--- config.mk ---
export PLATFORM = sky130hd
export DESIGN_NAME = trap_vec_unit
export DESIGN_NICKNAME = d
export VERILOG_FILES = /design/src/rtl/trap_vec_pkg.sv /design/src/rtl/trap_vec_ctrl.sv /design/src/rtl/trap_vec_dp.sv /design/src/rtl/trap_vec_unit.sv
export SDC_FILE = /design/constraint.sdc
export NUM_CORES = 1
export LEC_CHECK = 0
export ABC_AREA = 1
export BUFFER_PORTS_ARGS = -buffer_cell sky130_fd_sc_hd__buf_2
export CAP_MARGIN = 15
export CORE_AREA = 2 2 148 150
export DETAILED_ROUTE_END_ITERATION = 12
export DIE_AREA = 0 0 150 152
export SLEW_MARGIN = 5
export SYNTH_ARGS = -nofsm -noshare
export SYNTH_HDL_FRONTEND = slang
export SYNTH_SLANG_ARGS = --single-unit
export TNS_END_PERCENT = 20
--- constraint.sdc ---
create_clock -name clk -period 2.8 [get_ports clk]
set_input_delay 0.42 -clock clk [delete_from_list [all_inputs] [get_ports clk]]
set_output_delay 0.42 -clock clk [all_outputs]
set_load 0.02 [all_outputs]
--- src/rtl/trap_vec_pkg.sv ---
package trap_vec_pkg;

  // Dispatch mode held in the low two bits of the vector register
  typedef enum logic [1:0] {
    TV_DIRECT   = 2'd0,
    TV_VECTORED = 2'd1,
    TV_RSVD2    = 2'd2,
    TV_RSVD3    = 2'd3
  } tvModeE;

  // Strobes from control to datapath
  typedef struct packed {
    logic baseLoad;
    logic modeLoad;
    logic causeLoad;
    logic epcLoad;
    logic epcKeepBit1;
  } strobeS;

endpackage

--- src/rtl/trap_vec_ctrl.sv ---
module trap_vec_ctrl
  import trap_vec_pkg::*;
(
  input  logic       clk,
  input  logic       rstN,
  input  logic       tvecWrEn,
  input  logic [1:0] tvecWrMode,
  input  logic       causeWrEn,
  input  logic       epcWrEn,
  input  logic       cEnabled,
  input  logic       cWritable,
  output strobeS     strobes
);

  logic modeLegal;

  always_comb begin
    modeLegal = (tvModeE'(tvecWrMode) == TV_DIRECT) ||
                (tvModeE'(tvecWrMode) == TV_VECTORED);
    strobes.baseLoad    = tvecWrEn;
    strobes.modeLoad    = tvecWrEn && modeLegal;
    strobes.causeLoad   = causeWrEn;
    strobes.epcLoad     = epcWrEn;
    strobes.epcKeepBit1 = cEnabled || cWritable;
  end


  rsvd_mode_no_load_chk: assert property (@(posedge clk) disable iff (!rstN)
    (tvecWrEn && tvecWrMode[1]) |-> !strobes.modeLoad);


  legal_mode_load_chk: assert property (@(posedge clk) disable iff (!rstN)
    (tvecWrEn && !tvecWrMode[1]) |-> (strobes.modeLoad && strobes.baseLoad));

endmodule

--- src/rtl/trap_vec_dp.sv ---
module trap_vec_dp
  import trap_vec_pkg::*;
#(
  parameter int XLEN = 32
) (
  input  logic            clk,
  input  logic            rstN,
  input  strobeS          strobes,
  input  logic [XLEN-1:0] tvecWrData,
  input  logic [XLEN-1:0] causeWrData,
  input  logic [XLEN-1:0] epcWrData,
  input  logic            cEnabled,
  output logic [XLEN-1:0] trapTarget,
  output logic            trapTargetValid,
  output logic [XLEN-1:0] epcRead
);

  localparam int BASEW = XLEN - 2;
  localparam int CODEW = XLEN - 1;

  logic [BASEW-1:0] baseReg;
  tvModeE           modeReg;
  logic [XLEN-1:0]  causeReg;
  logic [XLEN-1:0]  epcReg;

  logic [XLEN-1:0]  baseAddr;
  logic [XLEN-1:0]  vecOffset;
  logic [XLEN-1:0]  epcWrMask;
  logic [XLEN-1:0]  epcRdMask;
  logic             isIntr;

  always_ff @(posedge clk) begin
    if (!rstN) begin
      baseReg  <= '0;
      modeReg  <= TV_DIRECT;
      causeReg <= '0;
      epcReg   <= '0;
    end else begin
      if (strobes.baseLoad)  baseReg  <= tvecWrData[XLEN-1:2];
      if (strobes.modeLoad)  modeReg  <= tvModeE'(tvecWrData[1:0]);
      if (strobes.causeLoad) causeReg <= causeWrData;
      if (strobes.epcLoad)   epcReg   <= epcWrData & epcWrMask;
    end
  end

  always_comb begin
    epcWrMask = strobes.epcKeepBit1 ? ~XLEN'(1) : ~XLEN'(3);
    epcRdMask = cEnabled ? '1 : ~XLEN'(2);
    epcRead   = epcReg & epcRdMask;
  end

  always_comb begin
    isIntr    = causeReg[XLEN-1];
    baseAddr  = {baseReg, 2'b00};
    vecOffset = {1'b0, causeReg[CODEW-1:0]} << 2;
    trapTargetValid = 1'b1;
    unique case (modeReg)
      TV_DIRECT:   trapTarget = baseAddr;
      TV_VECTORED: trapTarget = isIntr ? baseAddr + vecOffset : baseAddr;
      default: begin
        trapTarget      = '0;
        trapTargetValid = 1'b0;
      end
    endcase
  end


  mode_kept_chk: assert property (@(posedge clk) disable iff (!rstN)
    (strobes.baseLoad && !strobes.modeLoad) |=> $stable(modeReg));


  target_valid_chk: assert property (@(posedge clk) disable iff (!rstN)
    trapTargetValid);


  direct_align_chk: assert property (@(posedge clk) disable iff (!rstN)
    (modeReg == TV_DIRECT) |-> (trapTarget[1:0] == 2'b00));


  epc_bit0_chk: assert property (@(posedge clk) disable iff (!rstN)
    epcRead[0] == 1'b0);


  epc_rd_mask_chk: assert property (@(posedge clk) disable iff (!rstN)
    !cEnabled |-> (epcRead[1] == 1'b0));

endmodule

--- src/rtl/trap_vec_unit.sv ---
module trap_vec_unit
  import trap_vec_pkg::*;
#(
  parameter int XLEN = 32
) (
  input  logic            clk,
  input  logic            rstN,
  input  logic            tvecWrEn,
  input  logic [XLEN-1:0] tvecWrData,
  input  logic            causeWrEn,
  input  logic [XLEN-1:0] causeWrData,
  input  logic            epcWrEn,
  input  logic [XLEN-1:0] epcWrData,
  input  logic            cEnabled,
  input  logic            cWritable,
  output logic [XLEN-1:0] trapTarget,
  output logic            trapTargetValid,
  output logic [XLEN-1:0] epcRead
);

  strobeS strobes;

  trap_vec_ctrl i_ctrl (
    .clk        (clk),
    .rstN       (rstN),
    .tvecWrEn   (tvecWrEn),
    .tvecWrMode (tvecWrData[1:0]),
    .causeWrEn  (causeWrEn),
    .epcWrEn    (epcWrEn),
    .cEnabled   (cEnabled),
    .cWritable  (cWritable),
    .strobes    (strobes)
  );

  trap_vec_dp #(.XLEN(XLEN)) i_dp (
    .clk             (clk),
    .rstN            (rstN),
    .strobes         (strobes),
    .tvecWrData      (tvecWrData),
    .causeWrData     (causeWrData),
    .epcWrData       (epcWrData),
    .cEnabled        (cEnabled),
    .trapTarget      (trapTarget),
    .trapTargetValid (trapTargetValid),
    .epcRead         (epcRead)
  );

endmodule

==> metrics <==
result of the run completed; share of cells above drive strength 1 between 20% and 30%; Synth async-reset ratio 0%; synth unique cells 31; slew margin rel. 40.61%; Hold Crit Class in -> reg; unrepaired setup endpoints after global routing true; Fillers roughly 2.4k; reg2reg path depth 2; clk_skew 0 ns; Placed Area 7077 sq um; Setup crit start i_dp.causeReg[0]; most common cell in the netlist nand2_1; gr busiest metal met2; GRT Overall Usage 16.61%; Synth top cells by count 244 x nand2_1, 227 x nor2_1, 117 x inv_1, 114 x o21ai_0, 94 x dfxtp_1; die area 22800 sq um; worst stage delay on the critical path ~0.38 ns; Bufs on Longest Clock Path 2; Static Leakage roughly 4 nW; synth top area cells dfxtp_1 30%, nand2_1 15%, nor2_1 14%; Reg-to-Reg End i_dp.causeReg[31]; height of the die ~150 um; Final Max Tran Viols 0; Post-synth top flop dfxtp_1; # setup viols final 0; Core Region approximately 21000 sq um; Crit path depth 12; Peak supply drop 0.3028 mV; M3 GR Usage under 10%; fin nets 1282; Port Buffers about 160; Power Density between 400 and 500 nW/um^2; Setup WS post-layout between 0.1 and 0.15 ns; Final HPWL DP around 14000 um; Crit path buffers/inverters 1; DR pass1 iterations 7; EDFF count, synth 0; root buf cell clkbuf_16; largest net degree at the start of global routing 67; CTS tree done; die width approximately 150 um; H-tree levels 3; DRC Markers 0; vias per cell around 4.5; Post-Synthesis Cell Area about 6200 sq um; Synth warnings 0; max_cap viols 0; Mapped Cells between 1k and 1.5k; Hold Fails Final Rpt 0; Worst R2R Start i_dp.causeReg[31]; CP top delay family simple AND/OR/NAND/NOR gates; Iteration-0 DRC Markers 321; worst-path cell chain ha_4, fa_2, nand3_2, nand3_4, nand3_2, nand3_4, nand2_1, nand3_1, nand3_1, nand2_1, o21ai_1, buf_2; Critical Path End trapTarget[22]; Total Routed Length 19110 um; area delta synth->final 22.61%; hold buffer count at CTS 0; Slowest-stage cell, CP fa_2; Worst Tran Pin Value between 0.8 and 0.9 ns; Sink Count 94; Setup crit start kind register; Final min period ~2.7 ns; Seq/Total Area, Yosys a little under a third; Synth Register Bits between 90 and 100; worst-skew pair later-pin latency around 0.35 ns; grt met1 use around 21%; CP endpoint kind output pin; final period utilization between 90% and 100%; Yosys top cell by area dfxtp_1; syn_area_per_cell about 6.0 sq um; row count 54; IO Pins around 170; Worst Path Arrival 2.27 ns; Placer Congestion approximately 0.9; number of global-route vias before repair about 6.2k; CTS clock-pin slew for the worst setup and hold paths about 0.080 ns; Starting Density ~29%; setup slack, reg-to-reg between 1.5 and 2 ns; initial antenna violation count 3; final instance area 7632 sq um; Req. time, crit path 2.38 ns; routed len/inst ~13 um; global-route wire length before repair 30640 um; maximum clock rate about 370 MHz; critical path class reg -> out; worst-path fanout max 4; Num CTS Buffers 9; post-route ant nets 0; M2 GR Usage 27.57%; via count around 6.5k; DP Worst Slack between 0.2 and 0.25 ns; GR Overflow Total 0; Yosys top cell area share about 30%
==> cell usage in the layout (no fill, tap or decap), types with 2 or more instances in the layout <==
cell type / count
nor2_1: 221
dfxtp_2: 11
buf_4: 13
clkbuf_16: 9
inv_6: 2
ha_4: 6
conb_1: 3
o21ai_1: 7
ha_2: 7
nor2_2: 9
ha_1: 16
a21oi_2: 5
o22ai_1: 2
clkinvlp_4: 3
xor2_1: 12
nand2_2: 16
nor3_1: 2
buf_2: 160
diode_2: 2
dfxtp_1: 83
nand3_4: 2
nand4_1: 3
and2_1: 2
o21bai_1: 3
nor2_4: 2
nand2_1: 231
a21oi_1: 41
o21ai_0: 112
inv_1: 117
nand3_2: 10
o21ai_2: 2
nand3_1: 32
==> logic make-up after synthesis <==
family / count (synthesis) / share of synthesized area, %
xor gates and xnor gates: 13 / 1.829
other: 1 / 0.06024
buffers and inverters: 189 / 13.49
and+or+nand+nor: 532 / 33.93
AOI/OAI and AO/OA: 174 / 14.31
adders and majority gates: 30 / 6.151
DFF: 94 / 30.23
==> what timing repair did <==
action / CTS / global route
setup buffers: 0 / 3
pin swaps: 0 / 10
resized for setup: 7 / 62
endpoints found under the setup margin: 8 / 22
==> state kept, by name, summed over array words and instances (netlist names) <==
name,count
i_dp.causeReg,31
i_dp.epcReg,31
i_dp.baseReg,30
i_dp.modeReg,2
==> stage by stage <==
step                setup TNS, ns  hold slack [ns]  util [%]  std cells  total power, mW
CTS                             0           0.2719     34.56       1431            3.595
detailed placement              0           0.4522     33.15       1415            2.388
global route             -0.02055           0.2756     35.72       1434            3.831
floorplan                       0           0.4285         -       1035            2.134
finish                          0           0.2749     35.75       1436            3.616
global placement                0           0.4467     33.15       1415            2.379
==> tightest hold or removal path, stage by stage <==
cell    delay (ns)
buf_2         0.07
nor2_1        0.03
nor2_1        0.08
==> how the worst min path moves through the flow <==
stage                     from               to  slack [ns]  cells after the start
2_1_floorplan  i_dp.modeReg[1]  i_dp.modeReg[1]        0.43                      2
3_3_place_gp   i_dp.modeReg[1]  i_dp.modeReg[1]        0.45                      2
3_5_place_dp   i_dp.modeReg[1]  i_dp.modeReg[1]        0.45                      2
4_1_cts          epcWrData[23]  i_dp.epcReg[23]        0.27                      3
5_1_grt          epcWrData[27]  i_dp.epcReg[27]        0.28                      3
6_report         epcWrData[23]  i_dp.epcReg[23]        0.27                      3
==> routing by layer <==
layer	up-vias	routed length, um
li1	3427	-
met1	2871	8665
met2	168	8682
met3	21	1492
met4	2	260
met5	-	13
==> final cells by class <==
| class | count | area, sq um | area share [%] |
|---|---|---|---|
| diodes | 2 | 5.005 | 0.06557 |
| clock buffers | 10 | 229.0 | 3.000 |
| clock inverters | 6 | 45.04 | 0.5902 |
| inverters | 118 | 442.9 | 5.803 |
| multi-input cells | 752 | 3746 | 49.08 |
| flip-flops and latches | 94 | 1896 | 24.84 |
| well taps | 280 | 350.3 | 4.590 |
| repair buffers | 174 | 918.4 | 12.03 |
==> power by group <==
group	switching, mW	total [mW]	internal, mW	leakage, nW
clock network	0.589	1.20	0.609	0.126
logic	0.580	0.917	0.336	3.12
registers	0.0694	1.50	1.43	0.785
Power figures use the tool's default switching activity.
